$ cat config.mk
export PLATFORM = sky130hd
export DESIGN_NAME = edge_lockout_deglitch
export DESIGN_NICKNAME = d
export VERILOG_FILES = /design/src/rtl/deglitch_pkg.sv /design/src/rtl/dg_sync.sv /design/src/rtl/dg_blank_timer.sv /design/src/rtl/dg_phase_ctrl.sv /design/src/rtl/edge_lockout_deglitch.sv
export SDC_FILE = /design/constraint.sdc
export NUM_CORES = 1
export LEC_CHECK = 0
export ABC_AREA = 1
export BUFFER_PORTS_ARGS = -buffer_cell sky130_fd_sc_hd__buf_2
export CAP_MARGIN = 30
export CORE_MARGIN = 10
export CORE_UTILIZATION = 61
export CTS_CLUSTER_DIAMETER = 60
export DETAILED_ROUTE_END_ITERATION = 6
export PLACE_DENSITY = 0.89
export SLEW_MARGIN = 20
export SYNTH_ARGS = -nofsm -noshare
export SYNTH_HDL_FRONTEND = slang
export SYNTH_SLANG_ARGS = --single-unit
$ cat constraint.sdc
create_clock -name clk_i -period 3.95 [get_ports clk_i]
set_input_delay 0.9875 -clock clk_i [delete_from_list [all_inputs] [get_ports clk_i]]
set_output_delay 0.9875 -clock clk_i [all_outputs]
set_load 0.01 [all_outputs]
$ cat src/rtl/deglitch_pkg.sv
package deglitch_pkg;

  typedef enum logic [1:0] {
    PH_WAIT_HI = 2'd0,
    PH_HOLD_HI = 2'd1,
    PH_WAIT_LO = 2'd2,
    PH_HOLD_LO = 2'd3
  } phase_e;

endpackage

$ cat src/rtl/dg_sync.sv
module dg_sync #(
  parameter int unsigned STAGES = 2
) (
  input  logic clk_i,
  input  logic rst_ni,
  input  logic raw_i,
  output logic level_o,
  output logic toggle_o
);

  localparam int unsigned LAST = STAGES - 1;

  logic [LAST:0] chain_q;
  logic          prev_q;

  generate
    for (genvar i = 0; i < STAGES; i++) begin : g_stage
      always_ff @(posedge clk_i or negedge rst_ni) begin
        if (!rst_ni)     chain_q[i] <= 1'b0;
        else if (i == 0) chain_q[i] <= raw_i;
        else             chain_q[i] <= chain_q[(i == 0) ? 0 : i - 1];
      end
    end
  endgenerate

  always_ff @(posedge clk_i or negedge rst_ni) begin
    if (!rst_ni) prev_q <= 1'b0;
    else         prev_q <= chain_q[LAST];
  end

  assign level_o  = chain_q[LAST];
  assign toggle_o = chain_q[LAST] ^ prev_q;

endmodule

$ cat src/rtl/dg_blank_timer.sv
module dg_blank_timer #(
  parameter int unsigned CNT_W = 16
) (
  input  logic             clk_i,
  input  logic             rst_ni,
  input  logic             load_i,
  input  logic             dec_i,
  input  logic [CNT_W-1:0] len_i,
  output logic             expired_o
);

  logic [CNT_W-1:0] cnt_q;

  always_ff @(posedge clk_i or negedge rst_ni) begin
    if (!rst_ni)                   cnt_q <= '0;
    else if (load_i)               cnt_q <= len_i;
    else if (dec_i && cnt_q != '0) cnt_q <= cnt_q - 1'b1;
  end

  assign expired_o = (cnt_q == '0);

  // a load always takes the length presented in that cycle
  p_reload_r6: assert property (@(posedge clk_i) disable iff (!rst_ni)
    load_i |=> (cnt_q == $past(len_i)));

  // the window does not run out while a nonzero count is still pending
  p_no_early_expiry_r3: assert property (@(posedge clk_i) disable iff (!rst_ni)
    (!load_i && !expired_o && cnt_q != 1) |=> !expired_o);

endmodule

$ cat src/rtl/dg_phase_ctrl.sv
module dg_phase_ctrl
  import deglitch_pkg::*;
(
  input  logic clk_i,
  input  logic rst_ni,
  input  logic level_i,
  input  logic toggle_i,
  input  logic retrig_i,
  input  logic expired_i,
  output logic load_o,
  output logic dec_o,
  output logic clean_o,
  output logic rise_o,
  output logic fall_o
);

  phase_e phase_q, phase_d;
  logic   out_q, out_d;
  logic   rise_q, rise_d;
  logic   fall_q, fall_d;
  logic   holding;
  logic   restart;

  assign holding = (phase_q == PH_HOLD_HI) || (phase_q == PH_HOLD_LO);
  assign restart = holding && retrig_i && toggle_i;

  always_comb begin
    phase_d = phase_q;
    out_d   = out_q;
    rise_d  = 1'b0;
    fall_d  = 1'b0;
    load_o  = 1'b0;
    dec_o   = 1'b0;
    unique case (phase_q)
      PH_WAIT_HI: if (level_i) begin
        out_d   = 1'b1;
        rise_d  = 1'b1;
        load_o  = 1'b1;
        phase_d = PH_HOLD_HI;
      end
      PH_WAIT_LO: if (!level_i) begin
        out_d   = 1'b0;
        fall_d  = 1'b1;
        load_o  = 1'b1;
        phase_d = PH_HOLD_LO;
      end
      PH_HOLD_HI, PH_HOLD_LO: begin
        if (restart)        load_o  = 1'b1;
        else if (expired_i) phase_d = (phase_q == PH_HOLD_HI) ? PH_WAIT_LO : PH_WAIT_HI;
        else                dec_o   = 1'b1;
      end
      default: phase_d = PH_WAIT_HI;
    endcase
  end

  always_ff @(posedge clk_i or negedge rst_ni) begin
    if (!rst_ni) begin
      phase_q <= PH_WAIT_HI;
      out_q   <= 1'b0;
      rise_q  <= 1'b0;
      fall_q  <= 1'b0;
    end else begin
      phase_q <= phase_d;
      out_q   <= out_d;
      rise_q  <= rise_d;
      fall_q  <= fall_d;
    end
  end

  assign clean_o = out_q;
  assign rise_o  = rise_q;
  assign fall_o  = fall_q;

  p_strobe_excl_r8: assert property (@(posedge clk_i) disable iff (!rst_ni)
    !(rise_q && fall_q));

  p_rise_align_r8: assert property (@(posedge clk_i) disable iff (!rst_ni)
    rise_q |-> (out_q && !$past(out_q)));

  p_fall_align_r8: assert property (@(posedge clk_i) disable iff (!rst_ni)
    fall_q |-> (!out_q && $past(out_q)));

  p_hold_stable_r3: assert property (@(posedge clk_i) disable iff (!rst_ni)
    holding |=> $stable(out_q));

  // an exhausted window without restart leaves the hold on the next cycle
  p_expire_exit_r5: assert property (@(posedge clk_i) disable iff (!rst_ni)
    (holding && expired_i && !restart) |=> !holding);

  // in a wait phase a mismatching level is taken at once
  p_wait_accept_r7: assert property (@(posedge clk_i) disable iff (!rst_ni)
    (!holding && (level_i != out_q)) |=> (out_q != $past(out_q)));

endmodule

$ cat src/rtl/edge_lockout_deglitch.sv
module edge_lockout_deglitch #(
  parameter int unsigned CNT_W       = 16,
  parameter int unsigned SYNC_STAGES = 2
) (
  input  logic             clk_i,
  input  logic             rst_ni,
  input  logic             raw_i,
  input  logic [CNT_W-1:0] blank_len_i,
  input  logic             retrig_i,
  output logic             clean_o,
  output logic             rise_o,
  output logic             fall_o
);

  logic level, toggle, load, dec, expired;

  dg_sync #(.STAGES(SYNC_STAGES)) i_sync (
    .clk_i    (clk_i),
    .rst_ni   (rst_ni),
    .raw_i    (raw_i),
    .level_o  (level),
    .toggle_o (toggle)
  );

  dg_blank_timer #(.CNT_W(CNT_W)) i_timer (
    .clk_i     (clk_i),
    .rst_ni    (rst_ni),
    .load_i    (load),
    .dec_i     (dec),
    .len_i     (blank_len_i),
    .expired_o (expired)
  );

  dg_phase_ctrl i_ctrl (
    .clk_i     (clk_i),
    .rst_ni    (rst_ni),
    .level_i   (level),
    .toggle_i  (toggle),
    .retrig_i  (retrig_i),
    .expired_i (expired),
    .load_o    (load),
    .dec_o     (dec),
    .clean_o   (clean_o),
    .rise_o    (rise_o),
    .fall_o    (fall_o)
  );

endmodule

==> impl_metrics.yaml <==
critical_path:
  cp-endpoint: "i_timer.cnt_q[14]$_DFFE_PN0P_"
  crit_required_ns: 4.18
  endpoint_kind: "register"
  crit_path_top_delay_cell: "dfrtp_1"
  path_depth: 11
  cp_cell_sequence: "inv_1 > ha_1 > inv_1 > nor2_2 > nor2_2 > nand2_4 > nand2_8 > nand2_4 > inv_2 > nand2_1 > nand2_1"
  cp_max_fo: 23
  reg2reg_depth: 11
  setup.worst_path.start: "i_ctrl.phase_q[0]$_DFFE_PN0P_"
  worstSetupPathType: "reg2reg"
  arrival_ns: 2.29
  startpoint_type: "register"
  cpLargestDelayFamily: "simple AND/OR/NAND/NOR gates"
  r2r-start: "i_ctrl.phase_q[0]$_DFFE_PN0P_"
  slowest_delay_ns: 0.46
  r2r_slack_ns: 1.89
  crit_buf_inv: 3
  r2r-end: "i_timer.cnt_q[14]$_DFFE_PN0P_"
sta:
  final.setup.tns_ns: 0
  setup_viol_count_final: 0
  tightest_slew_ns: 0.536
  timing.final.crit_period_ns: 2.06
  timing.fmax_mhz: 486
  slew_headroom_pct: 64.3
  fin_crit_sh_pct: 52.1
  slew_violations: 0
  hold_violations: 0
  fin_skew_ns: 0.00483
  hold_ws_ns: 0.373
  rsz0062_at_grt: "no"
cells_and_area:
  area_growth_pct: 9.12
  fillers: 247
  fin_nets: 294
  drive_above_1_share_pct: 17.2
  diodes: 0
  postLayoutCoreUtil_pct: 67.9
  post-route-cell-area_mm2: 0.00184
power:
  pwr-share-comb_pct: 60.7
  p_leak_uw: 0.00101
  p_seq_share_pct: 28.3
  peakVddDrop_mv: 0.626
  switching_power_uw: 866
  pwr-share-clk_pct: 11.0
  power.internal_uw: 798
  p_total_uw: 1660
  swShare_pct: 52.0
  power_density_mw_per_mm2: 904
routing:
  firstDrtPassIters: 5
  postRouteAntennaNets: 0
  drc: 0
  via_per_inst: 5.34
  via_count: 1596
  routedWlPerCell_um: 12.8
  drt-total-wl_mm: 3.82
  drt_iter0_drc: 185
yosys:
  synth_compound_area_share_pct: 5.49
  synth_area_per_cell_um2: 6.83
  synth.area.mux_share_pct: 0
  synth_top_family_by_area: "simple AND/OR/NAND/NOR gates"
  synth-edff-count: 0
  synth_flop_cell: "dfrtp_1"
  ys_seq_area_share_pct: 35.6
  yosys_register_bits: 24
  synth_cell_types: 22
  ys_async_sr_fraction_pct: 100
  syn_area_mm2: 0.00169
  yosys.area_share.xor_xnor_pct: 1.56
  syn_inst: 247
  yosys.area_share.simple_pct: 44.1
  synth_fa_ha_area_share_pct: 3.71
  syn-num-nets: 272
  ys_top_cells_by_area: "dfrtp_1 36%, nand2_1 20%, nand3_1 8.3%"
  synth_top_area_share_pct: 35.6
  synth_area_leader_cell: "dfrtp_1"
  ys_warn_count: 0
placement:
  dp_hpwl_mm: 2.87
  portBuffers: 22
  gp_congestion: 0.876
  postPlaceCellArea_mm2: 0.00179
floorplan:
  dieHeight_um: 72.6
  io_pins: 23
  dieArea_mm2: 0.00527
  num_rows: 19
  start_util_pct: 62.2
  core_area_mm2: 0.00271
  die_w_um: 72.6
clock_network:
  tritoncts: "built"
  cts_root_buf: "clkbuf_4"
  clockBufferDepth: 2
  hold_buffers: 0
  cts_setup_buffers: 0
  cts_resized: 0
  clock-sinks: 24
  insertion_delay_ns: 0.32
  cts_buffers: 3
  clk_pin_slew_worst_paths_ns: 0.15
  htreeDepth: 1
global_route:
  first_global_vias: 1586
  grt_pass1_wl_mm: 6.64
  grt-ovfl-total: 0
  antenna_found_initial: 0
  grt.total_usage_pct: 14.9
  grt_max_degree: 25
outcome:
  outcome: "complete, no violations"
flow_run:
  cap_viol_max_count: 0
hold_path:
  hp-class: "reg2reg"
[kinds of logic (layout without fill, tap and decap cells)]
| family | count (synthesis) | after routing |
|---|---|---|
| compound gates | 14 | 14 |
| xor+xnor | 3 | 3 |
| fa+ha+maj | 5 | 5 |
| buf+inv | 35 | 56 |
| flops | 24 | 24 |
| simple gates | 166 | 166 |
[cell type report]
class	count	area, um2	share of cell area, %
repair buffers	22	110	5.98
multi-input cells	188	926	50.3
flip-flops and latches	24	601	32.6
clock buffers	3	22.5	1.22
clock inverters	1	30.0	1.63
inverters	30	113	6.12
well taps	31	38.8	2.11
[sequential cells by signal (all words and copies together), names as in the netlist]
name,cells
i_ctrl.phase_q,2
i_ctrl.rise_o,1
i_sync.level_o,1
i_ctrl.clean_o,1
i_timer.cnt_q,16
i_ctrl.fall_o,1
i_sync.prev_q,1
i_sync.chain_q,1
[power by group through the flow]
stage                     clock [uW]  sequential, uW  combinational, uW
after floorplan                    0             441                883
after global placement             0             468                963
after detailed placement           0             469                998
after CTS                        184             464               1010
after global routing             192             482               1170
final                            183             471               1010
[per-layer routing]
| layer | track usage (%) | vias up | wire length, um |
|---|---|---|---|
| met5 | 0 | - | 0 |
| met3 | 3.27 | 11 | 275 |
| met1 | 17.9 | 728 | 1640 |
| met2 | 25.2 | 53 | 1830 |
| met4 | 5.49 | 0 | 68 |
| li1 | - | 804 | - |
[cells in the mapped netlist (3+ instances only)]
library cell	n
nor2_1	29
nor2_2	4
nand3b_1	6
o21ai_0	6
inv_1	28
nand2_2	3
o21ai_2	6
xor2_1	3
dfrtp_1	24
ha_1	5
nand3_1	28
nand2_1	90
[layout by cell type, fill, tap and decap left out]
master	instances
nand2_2	3
nand3_2	2
ha_1	5
bufinv_16	1
nand2_1	90
nand3b_1	6
and2_1	1
nand2_8	1
o21ai_2	6
a21oi_1	1
o21ai_0	6
o21ai_1	1
inv_1	28
nand3_1	28
dfrtp_1	24
nor2_2	4
xor2_1	3
clkbuf_4	3
buf_2	22
inv_2	2
nor2_1	29
nand2_4	2
[through the flow]
step	worst slack (ns)	std cells
final	1.89	299
after global routing	1.68	299
after CTS	1.92	299
after detailed placement	1.61	295
after global placement	1.66	295
after floorplan	2.11	247
[worst min path at each step]
stage                                      startpoint                       end  cells past startpoint
after floorplan           i_sync.chain_q[0]$_DFF_PN0_  i_sync.level_o$_DFF_PN0_                      0
after global placement    i_sync.chain_q[0]$_DFF_PN0_  i_sync.level_o$_DFF_PN0_                      0
after detailed placement  i_sync.chain_q[0]$_DFF_PN0_  i_sync.level_o$_DFF_PN0_                      0
after CTS                 i_sync.chain_q[0]$_DFF_PN0_  i_sync.level_o$_DFF_PN0_                      0
after global routing      i_sync.chain_q[0]$_DFF_PN0_  i_sync.level_o$_DFF_PN0_                      0
final                     i_sync.chain_q[0]$_DFF_PN0_  i_sync.level_o$_DFF_PN0_                      0
(Power assumes the default switching activity.)
